<file path="src/rtl/mac4_pkg.sv">
package mac4_pkg;
  localparam int OPW   = 32;
  localparam int FLDW  = 40;
  localparam int ACCW  = 48;
  localparam int NACC  = 4;
  localparam int LAT   = 4;

  typedef enum logic [1:0] {
    OP_MUL  = 2'b00,
    OP_ADD  = 2'b01,
    OP_SUB  = 2'b10,
    OP_MULX = 2'b11
  } op_e;

  typedef enum logic [1:0] {
    MD_UNS  = 2'b00,
    MD_SGN  = 2'b01,
    MD_FRAC = 2'b10
  } mode_e;
endpackage

</file>
<file path="src/rtl/mac4_mult.sv">
module mac4_mult #(
  parameter int OPW = 32
) (
  input  logic [OPW-1:0]   a,
  input  logic [OPW-1:0]   b,
  input  logic             is_signed,
  output logic [2*OPW-1:0] prod
);
  logic signed [OPW:0]     ax, bx;
  logic signed [2*OPW+1:0] full;

  always_comb begin
    ax   = {is_signed & a[OPW-1], a};
    bx   = {is_signed & b[OPW-1], b};
    full = ax * bx;
    prod = full[2*OPW-1:0];
  end
endmodule

</file>
<file path="src/rtl/mac4_align.sv">
module mac4_align
  import mac4_pkg::*;
#(
  parameter int OPW  = 32,
  parameter int FLDW = 40,
  parameter int ACCW = 48
) (
  input  logic [2*OPW-1:0] prod,
  input  mode_e            mode,
  output logic [ACCW-1:0]  term
);
  localparam int GUARD = ACCW - FLDW;
  localparam int FTOP  = 2*OPW - 2;

  logic [FLDW-1:0] fld;

  always_comb begin
    if (mode == MD_FRAC) fld = prod[FTOP -: FLDW];
    else                 fld = prod[FLDW-1:0];
    if (mode == MD_UNS)  term = {{GUARD{1'b0}}, fld};
    else                 term = {{GUARD{fld[FLDW-1]}}, fld};
  end
endmodule

</file>
<file path="src/rtl/mac4_accum.sv">
module mac4_accum #(
  parameter int ACCW = 48
) (
  input  logic [ACCW-1:0] acc_in,
  input  logic [ACCW-1:0] term,
  input  logic            sub,
  input  logic            is_signed,
  input  logic            sat,
  output logic [ACCW-1:0] acc_out,
  output logic            ovf
);
  localparam logic [ACCW-1:0] SMAX = {1'b0, {(ACCW-1){1'b1}}};
  localparam logic [ACCW-1:0] SMIN = {1'b1, {(ACCW-1){1'b0}}};

  logic [ACCW:0] ae, te, s;

  always_comb begin
    ae  = {is_signed & acc_in[ACCW-1], acc_in};
    te  = {is_signed & term[ACCW-1], term};
    s   = sub ? (ae - te) : (ae + te);
    ovf = is_signed ? (s[ACCW] ^ s[ACCW-1]) : s[ACCW];
    if (ovf && sat) begin
      if (is_signed) acc_out = s[ACCW] ? SMIN : SMAX;
      else           acc_out = sub ? '0 : '1;
    end else begin
      acc_out = s[ACCW-1:0];
    end
  end
endmodule

</file>
<file path="src/rtl/mac4_unit.sv">
module mac4_unit
  import mac4_pkg::*;
#(
  parameter int OPW  = mac4_pkg::OPW,
  parameter int FLDW = mac4_pkg::FLDW,
  parameter int ACCW = mac4_pkg::ACCW,
  parameter int NACC = mac4_pkg::NACC
) (
  input  logic                     clk,
  input  logic                     rst_n,
  input  logic                     in_valid,
  input  logic [OPW-1:0]           op_a,
  input  logic [OPW-1:0]           op_b,
  input  logic [1:0]               op_kind,
  input  logic [$clog2(NACC)-1:0]  acc_sel,
  input  logic                     cfg_frac,
  input  logic                     cfg_signed,
  input  logic                     cfg_sat,
  input  logic                     acc_wr_en,
  input  logic [$clog2(NACC)-1:0]  acc_wr_sel,
  input  logic [ACCW-1:0]          acc_wr_data,
  input  logic [$clog2(NACC)-1:0]  acc_rd_sel,
  output logic [ACCW-1:0]          acc_rd_data,
  output logic [NACC-1:0]          ovf_flags,
  output logic                     res_valid,
  output logic [ACCW-1:0]          res_data
);
  localparam int SELW = $clog2(NACC);
  localparam int PW   = 2*OPW;

  // stage 1: operand capture
  logic            s1_v, s1_sat;
  logic [OPW-1:0]  s1_a, s1_b;
  op_e             s1_kind;
  mode_e           s1_mode;
  logic [SELW-1:0] s1_sel;
  // stage 2: raw product
  logic            s2_v, s2_sat;
  logic [PW-1:0]   s2_prod;
  op_e             s2_kind;
  mode_e           s2_mode;
  logic [SELW-1:0] s2_sel;
  // stage 3: aligned product term
  logic            s3_v, s3_sat;
  logic [ACCW-1:0] s3_term;
  op_e             s3_kind;
  mode_e           s3_mode;
  logic [SELW-1:0] s3_sel;
  // direct-load delay line
  logic            w1_en, w2_en, w3_en;
  logic [SELW-1:0] w1_sel, w2_sel, w3_sel;
  logic [ACCW-1:0] w1_dat, w2_dat, w3_dat;
  // architectural state
  logic [NACC-1:0][ACCW-1:0] acc_q, acc_d;
  logic [NACC-1:0]           ovf_q, ovf_d;
  logic                      rv_q;
  logic [ACCW-1:0]           rd_q, rd_d;

  mode_e           in_mode;
  logic [PW-1:0]   prod_c;
  logic [ACCW-1:0] term_c, sum_c;
  logic            ovf_c, s3_acc, acc_en;

  assign in_mode = cfg_frac ? MD_FRAC : (cfg_signed ? MD_SGN : MD_UNS);
  assign s3_acc  = (s3_kind == OP_ADD) || (s3_kind == OP_SUB);

  mac4_mult #(.OPW(OPW)) u_mult (
    .a(s1_a), .b(s1_b), .is_signed(s1_mode != MD_UNS), .prod(prod_c)
  );

  mac4_align #(.OPW(OPW), .FLDW(FLDW), .ACCW(ACCW)) u_align (
    .prod(s2_prod), .mode(s2_mode), .term(term_c)
  );

  // accumulate reads the live register: the previous op already wrote it
  mac4_accum #(.ACCW(ACCW)) u_accum (
    .acc_in(acc_q[s3_sel]), .term(s3_term), .sub(s3_kind == OP_SUB),
    .is_signed(s3_mode != MD_UNS), .sat(s3_sat),
    .acc_out(sum_c), .ovf(ovf_c)
  );

  always_comb begin
    acc_d = acc_q;
    ovf_d = ovf_q;
    rd_d  = s3_acc ? sum_c : s3_term;
    if (s3_v && s3_acc) begin
      acc_d[s3_sel] = sum_c;
      if (ovf_c) ovf_d[s3_sel] = 1'b1;
    end
    if (w3_en) begin
      acc_d[w3_sel] = w3_dat;
      ovf_d[w3_sel] = 1'b0;
    end
    acc_en = (s3_v && s3_acc) || w3_en;
  end

  // valid bits and direct-load enables
  always_ff @(posedge clk or negedge rst_n) begin
    if (!rst_n) begin
      s1_v <= 1'b0; s2_v <= 1'b0; s3_v <= 1'b0; rv_q <= 1'b0;
      w1_en <= 1'b0; w2_en <= 1'b0; w3_en <= 1'b0;
      acc_q <= '0; ovf_q <= '0;
    end else begin
      s1_v <= in_valid; s2_v <= s1_v; s3_v <= s2_v; rv_q <= s3_v;
      w1_en <= acc_wr_en; w2_en <= w1_en; w3_en <= w2_en;
      if (acc_en) begin
        acc_q <= acc_d;
        ovf_q <= ovf_d;
      end
    end
  end

  // payload registers, clock-enabled by the valid of the stage feeding them
  always_ff @(posedge clk) begin
    if (in_valid) begin
      s1_a <= op_a; s1_b <= op_b; s1_kind <= op_e'(op_kind);
      s1_sel <= acc_sel; s1_mode <= in_mode; s1_sat <= cfg_sat;
    end
    if (s1_v) begin
      s2_prod <= prod_c; s2_kind <= s1_kind; s2_sel <= s1_sel;
      s2_mode <= s1_mode; s2_sat <= s1_sat;
    end
    if (s2_v) begin
      s3_term <= term_c; s3_kind <= s2_kind; s3_sel <= s2_sel;
      s3_mode <= s2_mode; s3_sat <= s2_sat;
    end
    if (s3_v) rd_q <= rd_d;
    if (acc_wr_en) begin w1_sel <= acc_wr_sel; w1_dat <= acc_wr_data; end
    if (w1_en) begin w2_sel <= w1_sel; w2_dat <= w1_dat; end
    if (w2_en) begin w3_sel <= w2_sel; w3_dat <= w2_dat; end
  end

  assign acc_rd_data = acc_q[acc_rd_sel];
  assign ovf_flags   = ovf_q;
  assign res_valid   = rv_q;
  assign res_data    = rd_q;

  // ---------------- assertions ----------------
  logic [2:0] age_q;
  always_ff @(posedge clk or negedge rst_n) begin
    if (!rst_n)                   age_q <= '0;
    else if (age_q != 3'(LAT))    age_q <= age_q + 3'd1;
  end

  assert_res_latency_R1: assert property (@(posedge clk) disable iff (!rst_n)
    (age_q == 3'(LAT)) |-> (res_valid == $past(in_valid, 4)));

  assert_mul_keeps_acc_R2: assert property (@(posedge clk) disable iff (!rst_n)
    (s3_v && !s3_acc && !w3_en) |=> $stable(acc_q));

  for (genvar i = 0; i < NACC; i++) begin : g_flag_chk
    assert_flag_sticky_R6: assert property (@(posedge clk) disable iff (!rst_n)
      $fell(ovf_q[i]) |-> $past(w3_en && (w3_sel == SELW'(i))));
    assert_flag_source_R6: assert property (@(posedge clk) disable iff (!rst_n)
      $rose(ovf_q[i]) |-> $past(s3_v && s3_acc && (s3_sel == SELW'(i))));
  end
endmodule

</file>
<file path="config.mk">
export PLATFORM = sky130hd
export DESIGN_NAME = mac4_unit
export DESIGN_NICKNAME = d
export VERILOG_FILES = /design/src/rtl/mac4_pkg.sv /design/src/rtl/mac4_mult.sv /design/src/rtl/mac4_align.sv /design/src/rtl/mac4_accum.sv /design/src/rtl/mac4_unit.sv
export SDC_FILE = /design/constraint.sdc
export NUM_CORES = 2
export LEC_CHECK = 0
export BUFFER_PORTS_ARGS = -buffer_cell sky130_fd_sc_hd__buf_2
export CELL_PAD_IN_SITES_DETAIL_PLACEMENT = 0
export CELL_PAD_IN_SITES_GLOBAL_PLACEMENT = 1
export CORE_ASPECT_RATIO = 0.8
export CORE_MARGIN = 2
export CORE_UTILIZATION = 47
export CTS_CLUSTER_SIZE = 24
export DETAILED_ROUTE_END_ITERATION = 16
export HOLD_SLACK_MARGIN = 0.05
export PLACE_DENSITY_LB_ADDON = 0.1
export SYNTH_ARGS = -nofsm -noshare
export SYNTH_HDL_FRONTEND = slang
export SYNTH_SLANG_ARGS = --single-unit
export TNS_END_PERCENT = 20
</file>
<file path="constraint.sdc">
create_clock -name clk -period 7.6 [get_ports clk]
set_input_delay 0.76 -clock clk [delete_from_list [all_inputs] [get_ports clk]]
set_output_delay 0.76 -clock clk [all_outputs]
set_load 0.02 [all_outputs]
</file>
==> impl_summary.txt <==
----------------------------------------------------
[GRT]
  Aggregate global routing overflow ... 0
  Vias in the first global route ... 51005
  Pin count of the biggest net entering global routing ... 82
  Layer with the highest usage after global routing ... met1
  GR Util All Layers ... between 20 and 30%
  Initial antenna violation count ... 15
  Met3 Track Usage GR ... under 10%
  M1 GR Usage ... between 40% and 50%
  Wire length of the first global-routing pass ... around 320000 um
  Met2 routing resource usage after global routing ... a little over two fifths

[Clock tree]
  Max clock buf depth ... 3
  Clock root buffer master ... clkbuf_16
  Total number of H-tree levels ... 3
  TritonCTS clock tree ... done
  Clk Latency, worst-skew pair ... 0.69 ns
  CTS Sinks ... 590
  Clock buffers created by TritonCTS ... 70
  Clock input transition at the sequential cells of the worst setup and hold paths ... around 0.060 ns
  Count of hold-fix buffers inserted at cts ... 0

[Routing]
  Routed length per placed instance ... approximately 23 um
  Final Routed Wirelength ... slightly above 200000 um
  Remaining design rule violation count ... 0
  First-iteration detailed-routing DRC count ... 4456
  First-pass detailed-route iteration total ... 8
  Detail-routed via count per cell ... ~5.5
  Number of routed nets with antenna violations ... 0
  Total number of vias ... about 48000

[Critical path]
  Crit end category ... flop
  Crit Path Class ... flop to flop
  CP Launch Type ... flop
  Arrival time at the worst endpoint ... ~8.4 ns
  Worst EP required ... approximately 8 ns
  Crit path largest cell delay ... approximately 0.61 ns
  Largest driver fanout on the critical path ... 8
  Most repeated library cell on the critical path ... fa_1
  Worst-path cell with the longest stage delay ... fa_2

[Synth]
  Flip-flop and latch count after synthesis ... a little under 600
  Area of the mapped netlist ... between 0.06 and 0.07 mm^2
  Synth top area share ... around a third
  Proportion of register bits with asynchronous set or reset after synthesis ... between 30% and 40%
  Top cells by area in the synthesized netlist ... fa_1 (34%), edfxtp_1 (18%), dfrtp_1 (7.7%)
  Warnings from Yosys ... 0
  Number of enable-type register cells in the synthesized netlist ... 387
  Sequential cell area fraction in the yosys report ... around 25%
  Count of cell types in the netlist ... 80
  Post-Syn Nets ... around 7900
  Synthesized instance count ... around 6400
  Area leader, netlist ... fa_1
  Top flip-flop cell by instance count after synthesis ... edfxtp_1
  Average cell area after synthesis ... 10.31 um^2

[Outcome]
  Failing checks ... setup timing
  Status ... complete, but fails checks

[Layout]
  Layout-stage area growth over the synthesis result ... 16.50%
  FILL cells ... 12358
  Fin nets ... 8386
  Share of post-route cells with drive strength above 1 ... between 10% and 20%

[STA]
  Max transition margin ... 20.93%
  Number of slew-limit violations in the final report ... 0
  Tightest Pin Transition ... 1.184 ns
  Highest attainable clock frequency ... 0.1254 GHz
  Final TNS setup ... -3.427 ns
  Crit share post-route ... 104.9%
  Post-layout worst setup margin ... -0.3728 ns
  Post-Route Skew ... roughly 0.042 ns
  Final critical path time including I/O delays and setup ... ~8 ns
  Count of final setup violators ... 16
  Final-report hold violation count ... 0
  Setup repair after global routing missed its margin ... true

[Place]
  IO buf count ... around 230
  Final HPWL from detailed placement ... about 160000 um
  Final GP Congestion ... just over 0.9

[Flow run]
  Number of maximum-capacitance violations ... 0

[Floorplanning]
  Core Rows ... ~120
  Width of the die ... between 400 and 500 um
  Die Footprint ... 0.1429 mm^2
  Num ports ... 228
  Core footprint ... approximately 0.14 mm^2
  Initial standard-cell utilization of the core ... 47.44%
  Die height ... 338.5 um

[Worst hold path]
  Min-Delay Path Class ... input pin to asynchronous set/reset pin

----------------------------------------------------
-- metal layers --
layer  share of wire [%]  vias to the layer above
met5               0.038                        -
met4                 2.8                        4
met3                 9.1                      292
met2                  43                     1947
met1                  45                    24835
li1                    -                    21227
-- what timing repair did --
action / in CTS / in global routing
resized for setup: 31 / 202
pin swaps: 10 / 115
buffers inserted: 3 / 39
gates cloned: 0 / 3
setup endpoints to repair: 22 / 112
-- worst paths after layout --
| kind | start | to | slack, ns | cells after the start |
|---|---|---|---|---|
| worst max-delay path | s1_mode[1]$_SDFFCE_PP1P_ | s2_prod[61]$_DFFE_PP_ | -0.37 | 29 |
| min in group clk | op_a[7] | s1_a[7]$_DFFE_PP_ | 0.24 | 1 |
| worst min-delay path | rst_n | acc_q[138]$_DFFE_PN0P_ | 0.17 | 1 |
| worst min register to register | w2_dat[6]$_DFFE_PP_ | w3_dat[6]$_DFFE_PP_ | 0.41 | 0 |
| max in group asynchronous | rst_n | w1_en$_DFF_PN0_ | 5.78 | 3 |
| worst max register to register | s1_mode[1]$_SDFFCE_PP1P_ | s2_prod[61]$_DFFE_PP_ | -0.37 | 29 |
-- cells in the final DEF (no fill, tap or decap), drive strengths merged, types with 7 or more instances in the layout --
master,n
inv,1208
fa,1114
nand2,885
buf,797
edfxtp,387
a21oi,321
and2,309
o21ai,281
ha,260
dfrtp,203
or3,163
nor2,121
xnor2,114
mux4,96
clkbuf,96
a21o,74
mux2,41
xor2,36
a22oi,35
a2bb2oi,33
nor3,32
nand3,31
and3,22
a211oi,22
nand4,21
a31oi,21
or2,18
nand2b,16
clkinv,16
o21a,14
o21bai,13
nor2b,11
nor4,11
and4,10
o31ai,10
mux2i,9
bufinv,9
a221oi,7
-- sequential cells by signal (all words and copies together), names as in the netlist, 4 cells and up --
register   count
res_data      48
w3_dat        48
s1_a          32
s1_b          32
w2_dat        48
s2_prod       63
s3_term       41
w1_dat        48
ovf_flags      4
acc_q        192
-- critical path: cells and delay by family (launching register included) --
kind                     cells  cell delay [ns]
adder cells (fa/ha/maj)      9             4.42
AO/OA/AOI/OAI                8             1.55
flip-flops                   1             0.42
XOR/XNOR                     1             0.09
buffers and inverters        7             0.72
AND/OR/NAND/NOR              4             0.51
-- cells by family (layout without fill, tap and decap cells) --
| kind of cell | Yosys count | in the layout | share of synthesized area, % |
|---|---|---|---|
| simple gates | 1662 | 1662 | 12.09 |
| flops | 590 | 590 | 25.40 |
| other cells | 0 | 6 | 0 |
| buf+inv | 1562 | 2128 | 9.131 |
| mux | 146 | 146 | 4.128 |
| fa+ha+maj | 1374 | 1374 | 38.87 |
| xor+xnor | 150 | 150 | 1.998 |
| compound gates | 891 | 891 | 8.383 |
-- synthesized netlist by cell type, drive strengths merged, types with 10 or more instances --
cell type / count
inv: 1199
fa: 1114
nand2: 885
edfxtp: 387
a21oi: 321
and2: 309
clkbuf: 309
o21ai: 281
ha: 260
dfrtp: 203
or3: 163
nor2: 121
xnor2: 114
mux4: 96
a21o: 74
buf: 54
mux2: 41
xor2: 36
a22oi: 35
a2bb2oi: 33
nor3: 32
nand3: 31
a211oi: 22
and3: 22
a31oi: 21
nand4: 21
or2: 18
nand2b: 16
o21a: 14
o21bai: 13
nor2b: 11
nor4: 11
and4: 10
o31ai: 10
-- cell type report --
type	count	area, um^2	share of cell area [%]
inverters	1199	4504	5.881
clock buffers	92	1894	2.473
flip-flops and latches	590	16710	21.81
well taps	1860	2327	3.038
multi-input cells	4223	44010	57.47
diodes	6	15.01	0.01960
clock inverters	36	514.2	0.6714
repair buffers	801	6616	8.638
-- through the flow --
stage / hold slack (ns) / cell area, um^2 / worst slack [ns] / cells / util, %
after detailed placement: 0.4045 / 72870 / -0.6182 / 8633 / 52.57
after floorplan: 0.4003 / 65860 / -0.1634 / 6375 / -
after global routing: 0.2051 / 76590 / -0.6281 / 8804 / 55.26
after global placement: 0.4016 / 72870 / -0.5301 / 8633 / 52.57
after CTS: 0.1427 / 75410 / -0.3037 / 8764 / 54.41
final: 0.1714 / 76590 / -0.3728 / 8807 / 55.26
Power is left out: the tool's default activity adds up to more than one toggle a clock period on the data nets, which glitch-free logic cannot reach.
